**src/rtl/salu_pkg.sv**
```systemverilog
package salu_pkg;

    typedef enum logic [3:0] {
        OP_NOP   = 4'h0,
        OP_LDS   = 4'h1,
        OP_ADDS  = 4'h2,
        OP_SUBS  = 4'h3,
        OP_LDT   = 4'h4,
        OP_ADDT  = 4'h5,
        OP_SUBT  = 4'h6,
        OP_LDP   = 4'h7,
        OP_ADDP  = 4'h8,
        OP_SUBP  = 4'h9,
        OP_AND   = 4'hA,
        OP_OR    = 4'hB,
        OP_XOR   = 4'hC,
        OP_NORM  = 4'hD,
        OP_BITT  = 4'hE,
        OP_CLROV = 4'hF
    } op_e;

    typedef enum logic [0:0] {
        S_IDLE = 1'b0,
        S_NORM = 1'b1
    } state_e;

    typedef enum logic [1:0] {
        BOOL_AND = 2'd0,
        BOOL_OR  = 2'd1,
        BOOL_XOR = 2'd2
    } bool_e;

endpackage

```
**src/rtl/salu_scaler.sv**
```systemverilog
module salu_scaler #(
    parameter int WORD_W = 16,
    parameter int ACC_W  = 32,
    parameter int SH_W   = 4
) (
    input  logic [WORD_W-1:0] word_in,
    input  logic              sx_off,
    input  logic [SH_W-1:0]   amount,
    output logic [ACC_W-1:0]  scaled
);
    localparam int PAD_W = ACC_W - WORD_W;

    logic [ACC_W-1:0] widened;
    logic             fill;

    // Fill bit for the upper part: the word's sign unless extension is disabled.
    assign fill    = word_in[WORD_W-1] & ~sx_off;
    assign widened = {{PAD_W{fill}}, word_in};
    assign scaled  = widened << amount;

endmodule

```
**src/rtl/salu_addsat.sv**
```systemverilog
module salu_addsat #(
    parameter int W = 32
) (
    input  logic [W-1:0] a,
    input  logic [W-1:0] b,
    input  logic         subtract,
    input  logic         sat_en,
    output logic [W-1:0] result,
    output logic         overflow
);
    localparam logic [W-1:0] POS_LIMIT = {1'b0, {(W-1){1'b1}}};
    localparam logic [W-1:0] NEG_LIMIT = {1'b1, {(W-1){1'b0}}};

    logic [W-1:0] b_eff;
    logic [W-1:0] sum;

    assign b_eff    = subtract ? ~b : b;
    assign sum      = a + b_eff + {{(W-1){1'b0}}, subtract};
    // Operands with equal signs that give a result of the other sign.
    assign overflow = (a[W-1] == b_eff[W-1]) && (sum[W-1] != a[W-1]);

    always_comb begin
        if (sat_en && overflow) begin
            result = a[W-1] ? NEG_LIMIT : POS_LIMIT;
        end else begin
            result = sum;
        end
    end

endmodule

```
**src/rtl/salu_bool.sv**
```systemverilog
module salu_bool
    import salu_pkg::*;
#(
    parameter int W = 32
) (
    input  logic [W-1:0] a,
    input  logic [W-1:0] b,
    input  bool_e        sel,
    output logic [W-1:0] result
);
    for (genvar i = 0; i < W; i++) begin : g_bit
        always_comb begin
            unique case (sel)
                BOOL_AND: result[i] = a[i] & b[i];
                BOOL_OR:  result[i] = a[i] | b[i];
                BOOL_XOR: result[i] = a[i] ^ b[i];
                default:  result[i] = a[i];
            endcase
        end
    end

endmodule

```
**src/rtl/salu_core.sv**
```systemverilog
module salu_core
    import salu_pkg::*;
#(
    parameter int ACC_W  = 32,
    parameter int WORD_W = 16,
    parameter int SH_W   = 4,
    parameter int EXP_W  = 16
) (
    input  logic              clk,
    input  logic              rst_n,
    input  logic              op_valid,
    input  logic [3:0]        op_code,
    input  logic [WORD_W-1:0] op_word,
    input  logic [ACC_W-1:0]  prod_word,
    input  logic [SH_W-1:0]   imm_shift,
    input  logic [SH_W-1:0]   treg_lo,
    input  logic              sat_mode,
    input  logic              sx_off,
    output logic              busy,
    output logic              done,
    output logic [ACC_W-1:0]  acc_out,
    output logic              ovf_flag,
    output logic              acc_eq_zero,
    output logic              test_bit,
    output logic [EXP_W-1:0]  norm_exp
);
    localparam int            PAD_W     = ACC_W - WORD_W;
    localparam int            IDX_W     = $clog2(WORD_W);
    localparam logic [ACC_W-1:0] POS_LIMIT = {1'b0, {(ACC_W-1){1'b1}}};
    localparam logic [ACC_W-1:0] NEG_LIMIT = {1'b1, {(ACC_W-1){1'b0}}};

    state_e            state_q, state_nx;
    op_e               op;
    logic              accept;
    logic [ACC_W-1:0]  acc_q;
    logic [EXP_W-1:0]  exp_q;
    logic              ovf_q, tc_q, done_q;

    logic [SH_W-1:0]   shift_sel;
    logic [ACC_W-1:0]  scaled;
    logic [ACC_W-1:0]  arith_b;
    logic              is_sub, is_arith, is_prod, is_bool;
    logic [ACC_W-1:0]  sum_res;
    logic              sum_ovf;
    bool_e             bool_sel;
    logic [ACC_W-1:0]  bool_res;
    logic              norm_go;
    logic [IDX_W-1:0]  bit_idx;

    assign op     = op_e'(op_code);
    assign accept = op_valid && (state_q == S_IDLE);

    // ---------------- operand decode ----------------
    always_comb begin
        shift_sel = imm_shift;
        is_sub    = 1'b0;
        is_arith  = 1'b0;
        is_prod   = 1'b0;
        is_bool   = 1'b0;
        bool_sel  = BOOL_AND;
        unique case (op)
            OP_LDS, OP_NOP, OP_NORM, OP_BITT, OP_CLROV: ;
            OP_ADDS: is_arith = 1'b1;
            OP_SUBS: begin is_arith = 1'b1; is_sub = 1'b1; end
            OP_LDT:  shift_sel = treg_lo;
            OP_ADDT: begin shift_sel = treg_lo; is_arith = 1'b1; end
            OP_SUBT: begin shift_sel = treg_lo; is_arith = 1'b1; is_sub = 1'b1; end
            OP_LDP:  is_prod = 1'b1;
            OP_ADDP: begin is_prod = 1'b1; is_arith = 1'b1; end
            OP_SUBP: begin is_prod = 1'b1; is_arith = 1'b1; is_sub = 1'b1; end
            OP_AND:  begin is_bool = 1'b1; bool_sel = BOOL_AND; end
            OP_OR:   begin is_bool = 1'b1; bool_sel = BOOL_OR;  end
            OP_XOR:  begin is_bool = 1'b1; bool_sel = BOOL_XOR; end
        endcase
    end

    salu_scaler #(.WORD_W(WORD_W), .ACC_W(ACC_W), .SH_W(SH_W)) u_scaler (
        .word_in (op_word),
        .sx_off  (sx_off),
        .amount  (shift_sel),
        .scaled  (scaled)
    );

    assign arith_b = is_prod ? prod_word : scaled;

    salu_addsat #(.W(ACC_W)) u_addsat (
        .a        (acc_q),
        .b        (arith_b),
        .subtract (is_sub),
        .sat_en   (sat_mode),
        .result   (sum_res),
        .overflow (sum_ovf)
    );

    salu_bool #(.W(ACC_W)) u_bool (
        .a      (acc_q),
        .b      ({{PAD_W{1'b0}}, op_word}),
        .sel    (bool_sel),
        .result (bool_res)
    );

    assign norm_go = (acc_q[ACC_W-1] == acc_q[ACC_W-2]) && (acc_q != '0);
    assign bit_idx = IDX_W'(WORD_W - 1) - IDX_W'(treg_lo);

    // ---------------- state register ----------------
    always_comb begin
        state_nx = state_q;
        unique case (state_q)
            S_IDLE: if (accept && op == OP_NORM) state_nx = S_NORM;
            S_NORM: if (!norm_go)                state_nx = S_IDLE;
        endcase
    end

    always_ff @(posedge clk or negedge rst_n) begin
        if (!rst_n) state_q <= S_IDLE;
        else        state_q <= state_nx;
    end

    // ---------------- datapath and outputs ----------------
    always_ff @(posedge clk or negedge rst_n) begin
        if (!rst_n) begin
            acc_q  <= '0;
            exp_q  <= '0;
            ovf_q  <= 1'b0;
            tc_q   <= 1'b0;
            done_q <= 1'b0;
        end else begin
            done_q <= 1'b0;
            if (accept) begin
                done_q <= (op != OP_NORM);
                if (is_arith) begin
                    acc_q <= sum_res;
                    if (sum_ovf) ovf_q <= 1'b1;
                end else if (is_bool) begin
                    acc_q <= bool_res;
                end else begin
                    unique case (op)
                        OP_LDS, OP_LDT: acc_q <= scaled;
                        OP_LDP:         acc_q <= prod_word;
                        OP_NORM:        exp_q <= '0;
                        OP_BITT:        tc_q  <= op_word[bit_idx];
                        OP_CLROV:       ovf_q <= 1'b0;
                        default: ;
                    endcase
                end
            end else if (state_q == S_NORM) begin
                if (norm_go) begin
                    acc_q <= acc_q << 1;
                    exp_q <= exp_q + 1'b1;
                end else begin
                    done_q <= 1'b1;
                end
            end
        end
    end

    assign busy        = (state_q == S_NORM);
    assign done        = done_q;
    assign acc_out     = acc_q;
    assign ovf_flag    = ovf_q;
    assign acc_eq_zero = (acc_q == '0);
    assign test_bit    = tc_q;
    assign norm_exp    = exp_q;

    // ---------------- assertions ----------------
    p_sticky_ovf_r8: assert property (@(posedge clk) disable iff (!rst_n)
        (ovf_q && !(accept && op == OP_CLROV)) |=> ovf_q)
        else $error("ovf flag dropped without clear");

    p_sat_limit_r5: assert property (@(posedge clk) disable iff (!rst_n)
        (accept && is_arith && sat_mode && sum_ovf) |=> (acc_q == POS_LIMIT || acc_q == NEG_LIMIT))
        else $error("saturated result off limit");

    p_ovf_set_r6: assert property (@(posedge clk) disable iff (!rst_n)
        (accept && is_arith && sum_ovf) |=> ovf_q)
        else $error("overflow not flagged");

    p_bool_no_ovf_r7: assert property (@(posedge clk) disable iff (!rst_n)
        (accept && is_bool && !ovf_q) |=> !ovf_q)
        else $error("logical op set overflow");

    p_bitt_keeps_acc_r10: assert property (@(posedge clk) disable iff (!rst_n)
        (accept && op == OP_BITT) |=> $stable(acc_q))
        else $error("bit test altered accumulator");

    p_norm_step_r9: assert property (@(posedge clk) disable iff (!rst_n)
        (state_q == S_NORM && norm_go) |=> (exp_q == $past(exp_q) + 1'b1))
        else $error("exponent did not advance");

    p_busy_ignores_r12: assert property (@(posedge clk) disable iff (!rst_n)
        (busy && op_valid && norm_go) |=> (acc_q == ($past(acc_q) << 1)))
        else $error("request disturbed normalization");

endmodule

```
**config.mk**
```make
export PLATFORM = sky130hd
export DESIGN_NAME = salu_core
export DESIGN_NICKNAME = d
export VERILOG_FILES = /design/src/rtl/salu_pkg.sv /design/src/rtl/salu_scaler.sv /design/src/rtl/salu_addsat.sv /design/src/rtl/salu_bool.sv /design/src/rtl/salu_core.sv
export SDC_FILE = /design/constraint.sdc
export NUM_CORES = 1
export LEC_CHECK = 0
export ABC_CLOCK_PERIOD_IN_PS = 3600
export CORE_ASPECT_RATIO = 0.7
export CORE_MARGIN = 1
export CORE_UTILIZATION = 40
export DETAILED_ROUTE_END_ITERATION = 7
export RECOVER_POWER = 100
export SYNTH_ARGS = -nofsm -noshare
export SYNTH_HDL_FRONTEND = slang
export SYNTH_SLANG_ARGS = --single-unit
export TNS_END_PERCENT = 20
```
**constraint.sdc**
```tcl
create_clock -name clk -period 3.6 [get_ports clk]
set_input_delay 0.54 -clock clk [delete_from_list [all_inputs] [get_ports clk]]
set_output_delay 0.54 -clock clk [all_outputs]
set_load 0.02 [all_outputs]
```
==> flow_summary.yaml, run 1 <==
status:
  status: "complete, but fails checks"
  violations: "capacitance limit, slew limit, setup timing"
synthesis:
  muxShareOfSynthArea: 0.119
  synthesis.area_um2: 8060
  async_flop_share: 1.00
  yosysSeqAreaShare: 0.161
  synth_flop_cell: "dfrtp_1"
  post_synth.cell_area_avg_um2: 7.67
  synth_xor_xnor_area_share: 0.0803
  synth_edf_count: 0
  synth_cell_types: 80
  yosys_warnings: 0
  synthCells: 1051
  synth_nets: 1186
  synth_compound_area_frac: 0.264
  synth-seq-cells: 52
  synth_adder_area_share: 0.110
  synth_simple_gate_area_frac: 0.198
  synth_top_family_by_area: "compound AO/OA/AOI/OAI gates"
run:
  max_cap_violations: 1
timing:
  hold_violations: 0
  setup-tns-final_ns: -39.60
  post-route-min-period_ns: 4.88
  fmax_mhz: 205
  max-slew-margin-rel: -0.453
  final.setup.worst_slack_ns: -1.28
  worst_slew_pin_slew_ns: 2.18
  rsz0062_at_grt: "true"
  finalSetupViolations: 33
  slew_violations: 38
  finalCritPeriodShare: 1.36
  skew_ns: 0.0150
route:
  drc: 0
  postRouteAntennaNets: 0
  drt_iter0_drc: 1072
  dr_total_vias: 9849
  drtPass1Iterations: 6
  wl_um: 35900
  routedWlPerCell_um: 21.2
  viasPerCell: 5.82
layout:
  diodes: 0
  register_area_um2: 1300
  final_cell_mix: "288 x buf_4, 101 x nor2_1, 98 x nand2_1"
  mostFrequentLayoutCell: "buf_4"
  design_area_um2: 12500
  nets: 1557
  area_growth_pct: 54.7
  n_fill_cell: 1783
  layoutNonFillerInstCount: 1693
  multiInputGateArea_um2: 6780
  drive_gt1_frac: 0.324
cts:
  cts_buffers: 5
  path_clk_slew_ns: 0.09
  clockBufferDepth: 2
  cts_max_level: 2
  root_buffer: "clkbuf_16"
  clock_latency_ns: 0.32
  cts_sinks: 52
  cts_tree: "yes"
floorplanning:
  io_pins: 118
  dieArea_um2: 20700
  start_util: 0.408
  die_h_um: 121
  core_um2: 19700
  row_count: 43
  fp.dieW_um: 172
worst_setup_path:
  critPathCaptureType: "flip-flop"
  crit_required_ns: 3.81
  crit_arrival_ns: 5.09
  startpoint_type: "input port"
  path_class: "input port to flip-flop"
  cp_max_fo: 6
power:
  power_density_nw_per_um2: 676
  max-vdd-ir-drop_uv: 398
  leakagePower_nw: 5.63
placed_design:
  dp_hpwl_um: 28300
  postPlaceCellArea_um2: 11500
  portBuffers: 117
  dp.cells: 1655
  gp_congestion: 0.958
global_route:
  grt_pass1_wl_um: 53900
  grt_max_degree: 38
  grt_pass1_vias: 9384
  gr-total-overflow: 0
  grt_usage: 0.347
  antenna_found_initial: 0
min_path:
  hold_class: "flip-flop to flip-flop"
[final cells by class]
class / instances / share of cell area
multi-input combinational: 865 / 0.544
clock inverter: 3 / 0.00201
tap: 270 / 0.0271
sequential: 52 / 0.104
timing repair buffer: 426 / 0.291
clock buffer: 5 / 0.0100
inverter: 72 / 0.0217
[worst max-delay path: stages]
cell and delay (ns):
buf_6 0.09, and2b_2 0.21, nand2_4 0.15, buf_6 0.14, mux2i_4 0.30, mux4_2 0.56
buf_4 0.16, mux2i_4 0.15, nor2_2 0.05, a21oi_2 0.21, o21ai_2 0.08, xnor2_1 0.13
ha_1 0.34, a21oi_2 0.24, o21ai_2 0.12, a31oi_4 0.23, o221ai_4 0.16, o21ai_4 0.21
and4_4 0.28, nor3b_4 0.06, buf_12 0.14, buf_12 0.14, a2111oi_4 0.31, a21oi_1 0.08
[registers in the layout, summed over array words and instances, names as in the netlist]
signal    cells
done          1
norm_exp     16
acc_out      32
test_bit      1
busy          1
ovf_flag      1
[stage by stage]
stage / util / hold WS, ns / power, mW / setup WS [ns]
6_report: 0.632 / 0.521 / 8.43 / -1.28
5_1_grt: 0.632 / 0.546 / 8.95 / -1.41
4_1_cts: 0.612 / 0.368 / 8.01 / -1.21
3_5_place_dp: 0.585 / 0.510 / 7.15 / -2.14
3_3_place_gp: 0.585 / 0.494 / 7.12 / -2.09
2_1_floorplan: - / 0.244 / 4.37 / -1.33
[where the power goes]
part	internal (mW)	switching (mW)	leakage, nW
sequential	0.798	0.410	0.631
combinational	3.11	3.55	4.93
clock	0.266	0.294	0.0708
[layer usage]
layer | track usage | vias to the layer above | part of all wire
met4 | 0.0859 | 0 | 0.025
met1 | 0.492 | 4685 | 0.45
met2 | 0.509 | 489 | 0.42
met5 | 0 | - | 0
met3 | 0.102 | 79 | 0.11
li1 | - | 4596 | -
[path summary, 6_finish.rpt]
| check | startpoint | endpoint | slack (ns) | cells after the start |
|---|---|---|---|---|
| min reg2reg | test_bit | test_bit | 0.52 | 1 |
| max in group asynchronous | rst_n | acc_out[12] | 0.88 | 2 |
| min in group asynchronous | rst_n | acc_out[0] | 0.84 | 1 |
| max | op_code[2] | acc_out[11] | -1.28 | 24 |
| max reg2reg | acc_out[4] | acc_out[19] | 0.52 | 14 |
| min | test_bit | test_bit | 0.52 | 1 |
[Yosys cell counts (7+ instances only)]
cell	n	area share
o21ai_0	69	0.043
nor2_1	106	0.049
nor4_1	10	0.0078
and3_1	13	0.010
mux4_2	16	0.045
mux2i_1	36	0.045
o211ai_1	11	0.010
xnor2_1	28	0.030
a41oi_1	7	0.0076
o21a_1	8	0.0075
mux2_2	10	0.014
xor2_1	44	0.048
a211oi_1	12	0.011
nor3_1	23	0.014
nand4_1	9	0.0070
clkbuf_1	44	0.020
a222oi_1	8	0.0099
a31oi_1	20	0.016
a22oi_1	21	0.020
dfrtp_1	52	0.16
ha_1	69	0.11
nand2_1	110	0.051
a21o_1	16	0.015
nand3_1	24	0.015
a21oi_1	83	0.052
inv_1	72	0.034
[cell families (layout without fill, tap and decap cells)]
kind of cell | count (synthesis) | count (layout)
XOR/XNOR | 73 | 73
adder cells (fa/ha/maj) | 70 | 70
flip-flops | 52 | 52
AO/OA/AOI/OAI | 316 | 316
multiplexers | 68 | 68
AND/OR/NAND/NOR | 338 | 338
buffers and inverters | 134 | 506
[timing repair]
action / in CTS / in global routing
hold buffers: 0 / 0
endpoints found under the setup margin: 33 / 33
resized for setup: 90 / 75
pin swaps: 37 / 44
buffers inserted: 20 / 10
(Power assumes the default switching activity.)
==> inputs of run 2 (changes only) <==
Settings changed: CORE_MARGIN 1 to 2, SYNTH_HIERARCHICAL set to 1.
==> flow_summary.yaml, run 2 <==
worst_setup_path:
  worst_path_dominant_cell_family: "simple AND/OR/NAND/NOR gates"
  regToRegEndpoint: "norm_exp[7]"
  crit_top_cell: "buf_6"
  rr_startpoint: "acc_out[18]"
  path_buf_inv: 6
  reg2reg_slack_ns: 0.29
  startpoint_type: "input port"
  path_class: "input port to flip-flop"
  worst_path_max_delay_cell: "mux2_1"
  critPathCaptureType: "flip-flop"
  crit_required_ns: 3.84
  r2r_cells: 8
  cp_max_fo: 16
  crit_arrival_ns: 5.39
  slowest_delay_ns: 0.36
layout:
  mostFrequentLayoutCell: "buf_4"
  n_fill_cell: 2089
  drive_gt1_frac: 0.338
  diodes: 0
  final_cell_mix: "263 x buf_4, 112 x inv_1, 91 x ha_1"
  area_growth_pct: 46.6
  layoutNonFillerInstCount: 1808
  largest_reg_flops: 32
  nets: 1652
route:
  drc: 0
  routedWlPerCell_um: 20.7
  dr_total_vias: 10782
  drt_iter0_drc: 1344
  wl_met1_um: 16900
  viasPerCell: 5.96
  route.met3.wl_um: 3720
  dr_wl_met2_um: 16000
  wl_um: 37400
  highest_layer: "met4"
  postRouteAntennaNets: 0
  drtPass1Iterations: 7
run:
  max_cap_violations: 1
floorplanning:
  fp.dieW_um: 189
  io_pins: 118
  row_count: 47
  die_h_um: 134
  start_util: 0.407
  dieArea_um2: 25300
  core_um2: 23600
synthesis:
  synth_top_area_share: 0.135
  yosys-top-cells-count: "114 x inv_1, 97 x ha_1, 58 x nand2_1"
  yosys.area.top_type: "dfrtp_1"
  synth_flop_cell: "dfrtp_1"
  synth_compound_area_frac: 0.204
  async_flop_share: 1.00
  synth_cell_types: 86
  synth_simple_gate_area_frac: 0.154
  synth_area_leaders: "dfrtp_1 14%, ha_1 13%, mux4_2 9.4%, mux2i_1 5.9%, inv_1 4.5%"
  synth-seq-cells: 52
  synthCells: 1124
  synthesis.area_um2: 9610
  post_synth.cell_area_avg_um2: 8.55
  synth_edf_count: 0
  synth_top_family_by_area: "multiplexers"
  yosys_warnings: 6
  synth_adder_area_share: 0.128
  synth_xor_xnor_area_share: 0.0538
  muxShareOfSynthArea: 0.226
  yosysSeqAreaShare: 0.135
  yosysMostFrequentCell: "inv_1"
timing:
  post-route-min-period_ns: 5.15
  hold_violations: 0
  rsz0062_at_grt: "true"
  fmax_mhz: 194
  worst_slew_pin_slew_ns: 1.49
  max-slew-margin-rel: 0.00754
  final.setup.worst_slack_ns: -1.55
  finalSetupViolations: 33
  slew_violations: 0
  finalCritPeriodShare: 1.43
  skew_ns: 0.0109
power:
  p_comb_frac: 0.811
  max-vdd-ir-drop_uv: 407
  seq_power_share: 0.133
  switchingPower_mw: 4.77
  leakagePower_nw: 6.43
  power_switching_share: 0.485
  p_int_mw: 5.07
  power_frac_clock: 0.056
  p_total_mw: 9.84
  power_density_nw_per_um2: 699
global_route:
  antenna_found_initial: 0
  gr-total-overflow: 0
  grt_pass1_wl_um: 56100
  grt_max_degree: 33
  grt_pass1_vias: 9986
  grt_usage: 0.281
placed_design:
  dp_slack_ns: -2.42
  dp.cells: 1752
  gp_congestion: 0.950
  dp_hpwl_um: 27100
  portBuffers: 117
min_path:
  whs_path_depth: 1
  hold_class: "flip-flop to flip-flop"
  hp-start: "norm_exp[15]"
  holdPathEnd: "norm_exp[15]"
cts:
  path_clk_slew_ns: 0.09
  cts_sinks: 52
  cts_buffers: 5
  clock_latency_ns: 0.31
  root_buffer: "clkbuf_16"
  cts_hold_buffers: 0
  clockBufferDepth: 2
  cts_max_level: 2
  cts_tree: "yes"
status:
  status: "complete, but fails checks"
  violations: "capacitance limit, setup timing"
[run 2: cell types whose count changed in the layout (fill, tap and decap cells not counted), moves of 26 or more]
cell,previous run,this run
conb_1,0,32
or3_1,6,34
nor2_1,101,42
a21oi_1,65,31
a31oi_1,17,43
nand2_1,98,51
inv_1,71,112
[run 2: cell families (layout without fill, tap and decap cells)]
family,Yosys count,count (layout)
AND/OR/NAND/NOR,281,281
buffers and inverters,202,537
AO/OA/AOI/OAI,280,280
XOR/XNOR,59,59
multiplexers,151,151
flip-flops,52,52
other,1,32
adder cells (fa/ha/maj),98,98
[run 2: power groups by stage]
stage | registers (mW) | logic (mW) | clock network [mW]
5_1_grt | 1.36 | 8.55 | 0.577
3_5_place_dp | 1.31 | 6.82 | 0
2_1_floorplan | 1.54 | 3.69 | 0
6_report | 1.31 | 7.98 | 0.555
3_3_place_gp | 1.30 | 6.73 | 0
4_1_cts | 1.30 | 7.23 | 0.554
[run 2: how the worst max path moves through the flow]
stage                        endpoint  slack, ns  depth (start not counted)        from
after floorplan            acc_out[0]      -1.60                         24  op_code[3]
final                      acc_out[0]      -1.55                         27  op_code[3]
after global placement    acc_out[15]      -2.30                         25  op_code[0]
after global routing       acc_out[0]      -1.67                         27  op_code[3]
after detailed placement  acc_out[17]      -2.42                         25  op_code[0]
after CTS                  acc_out[0]      -1.88                         25  op_code[1]
[run 2: through the flow]
step                      TNS [ns]  utilization  instance area [um2]  hold slack, ns
after detailed placement    -76.59        0.541                12800           0.488
after floorplan             -43.55            -                 9830           0.244
after CTS                   -58.72        0.563                13300           0.246
final                       -47.35        0.596                14100           0.491
after global routing        -52.12        0.596                14100           0.513
after global placement      -72.40        0.541                12800           0.485
[run 2: area by class of cell]
type | instances | area (um2) | area share
Sequential cell | 52 | 1300 | 0.0924
Clock inverter | 3 | 25.0 | 0.00178
Inverter | 115 | 432 | 0.0306
Tap cell | 318 | 398 | 0.0282
Timing Repair Buffer | 414 | 3600 | 0.255
Multi-Input combinational cell | 901 | 8210 | 0.583
Clock buffer | 5 | 125 | 0.00888
[run 2: timing repair]
action	4_1_cts	5_1_grt
setup endpoints to repair	33	33
cloned	0	2
pin swaps	46	97
setup buffers	26	25
resized for setup	52	141
[run 2: metal layers]
layer  global-route usage  up-vias
li1                     -     4911
met1                0.420     5249
met2                0.411      560
met3               0.0635       62
met4               0.0590        0
met5                    0        -
[run 2: worst reg2reg max path, delay by kind of cell (launching register included)]
kind                   cells  cell delay (ns)
flip-flops                 1             0.39
AO/OA/AOI/OAI              2             0.46
buffers and inverters      3             0.93
AND/OR/NAND/NOR            3             1.43
==> inputs of run 3 (changes only) <==
Settings changed: CORE_ASPECT_RATIO 0.7 to 0.5, CORE_UTILIZATION 40 to 55, PLACE_DENSITY set to 0.79.
==> flow_summary.yaml, run 3 (synthesis results as in run 2) <==
global_route:
  grt_pass1_vias: 10657
  grt.busiest_layer: "met2"
  grt_max_degree: 45
  met1_usage: 0.505
  gr-total-overflow: 0
  grt_usage: 0.379
  grtUsageMet3: 0.0686
  grt_pass1_wl_um: 55900
  antenna_found_initial: 0
  grtUsageMet2: 0.606
worst_setup_path:
  startpoint_type: "input port"
  regToRegEndpoint: "acc_out[30]"
  r2r_cells: 15
  crit_required_ns: 3.79
  cp_max_fo: 9
  crit_path_start: "op_code[1]"
  path_class: "input port to flip-flop"
  critPathCaptureType: "flip-flop"
  crit_end: "acc_out[0]"
  path_depth: 26
  rr_startpoint: "acc_out[0]"
  slowest_delay_ns: 0.36
  path_buf_inv: 3
  worst_path_dominant_cell_family: "compound AO/OA/AOI/OAI gates"
  reg2reg_slack_ns: 0.09
  crit_arrival_ns: 5.24
  worst_path_max_delay_cell: "mux2_4"
min_path:
  hold_class: "flip-flop to flip-flop"
  hp-start: "norm_exp[15]"
timing:
  post-route-min-period_ns: 5.06
  fmax_mhz: 198
  final.setup.worst_slack_ns: -1.46
  skew_ns: 0.0171
  worst_slew_pin_slew_ns: 1.74
  rsz0062_at_grt: "true"
  slew_violations: 55
  max-slew-margin-rel: -0.160
  finalCritPeriodShare: 1.40
  hold_violations: 0
  finalSetupViolations: 33
placed_design:
  dp.cells: 1642
  dp_hpwl_um: 26800
  portBuffers: 117
  gp_congestion: 0.935
route:
  drc: 3
  viasPerCell: 6.53
  drtPass1Iterations: 8
  wl_um: 36300
  postRouteAntennaNets: 0
  dr_total_vias: 11001
  drt_iter0_drc: 1470
  routedWlPerCell_um: 21.5
layout:
  multiInputGateArea_um2: 8070
  final_cell_mix: "239 x buf_4, 114 x inv_1, 91 x ha_1"
  n_fill_cell: 1207
  nets: 1613
  layoutNonFillerInstCount: 1685
  mostFrequentLayoutCell: "buf_4"
  largest_reg_flops: 32
  diodes: 0
  register_area_um2: 1300
  drive_gt1_frac: 0.309
  area_growth_pct: 39.9
floorplanning:
  fp.dieW_um: 191
  row_count: 34
  core_um2: 17200
  dieArea_um2: 18600
  start_util: 0.558
  die_h_um: 97.5
  io_pins: 118
run:
  max_cap_violations: 2
power:
  p_total_mw: 9.53
  max-vdd-ir-drop_uv: 361
  leakagePower_nw: 6.12
  power_density_nw_per_um2: 709
cts:
  clockBufferDepth: 2
  root_buffer: "clkbuf_16"
  cts_sinks: 52
  path_clk_slew_ns: 0.09
  cts_max_level: 2
  clock_latency_ns: 0.31
  cts_buffers: 5
  cts_tree: "yes"
  cts_hold_buffers: 0
status:
  status: "complete, but fails checks"
  violations: "DRC, capacitance limit, slew limit, setup timing"
## run 3: timing repair
action | 4_1_cts | 5_1_grt
gates cloned | 0 | 2
endpoints found under the setup margin | 33 | 33
endpoints found under the hold margin | 0 | 0
pin swaps | 39 | 56
setup buffers | 14 | 19
resized for setup | 82 | 63
## run 3: worst min path at each step
| stage | end | depth (start not counted) |
|---|---|---|
| after floorplan | acc_out[0] | 0 |
| after global placement | norm_exp[15] | 1 |
| after detailed placement | ovf_flag | 2 |
| after CTS | test_bit | 1 |
| after global routing | norm_exp[15] | 1 |
| final | norm_exp[15] | 1 |
## run 3: power breakdown
| group | internal, mW | total (mW) | switching, mW |
|---|---|---|---|
| Combinational | 3.68 | 7.62 | 3.94 |
| Sequential | 0.832 | 1.36 | 0.526 |
| Clock | 0.270 | 0.548 | 0.278 |
## run 3: stage by stage
stage / cell area, um2 / setup WS (ns) / TNS, ns / util / hold WS (ns)
final: 13400 / -1.46 / -43.18 / 0.781 / 0.503
after floorplan: 9830 / -1.60 / -43.55 / - / 0.244
after detailed placement: 12500 / -2.27 / -71.21 / 0.725 / 0.491
after global placement: 12500 / -2.08 / -66.15 / 0.725 / 0.479
after CTS: 13000 / -1.44 / -43.06 / 0.755 / 0.265
after global routing: 13400 / -1.60 / -48.89 / 0.781 / 0.520
## run 3: area by class of cell
type	count	area share
clock buffer	5	0.00930
inverter	115	0.0321
clock inverter	3	0.00214
multi-input combinational	902	0.600
sequential	52	0.0968
timing repair buffer	374	0.238
tap	234	0.0218
## run 3: layer usage
layer	up-vias	part of all wire	wire length [um]
li1	4831	-	-
met1	5202	0.39	14200
met2	770	0.45	16200
met3	198	0.11	4020
met4	0	0.051	1830
met5	-	0	0
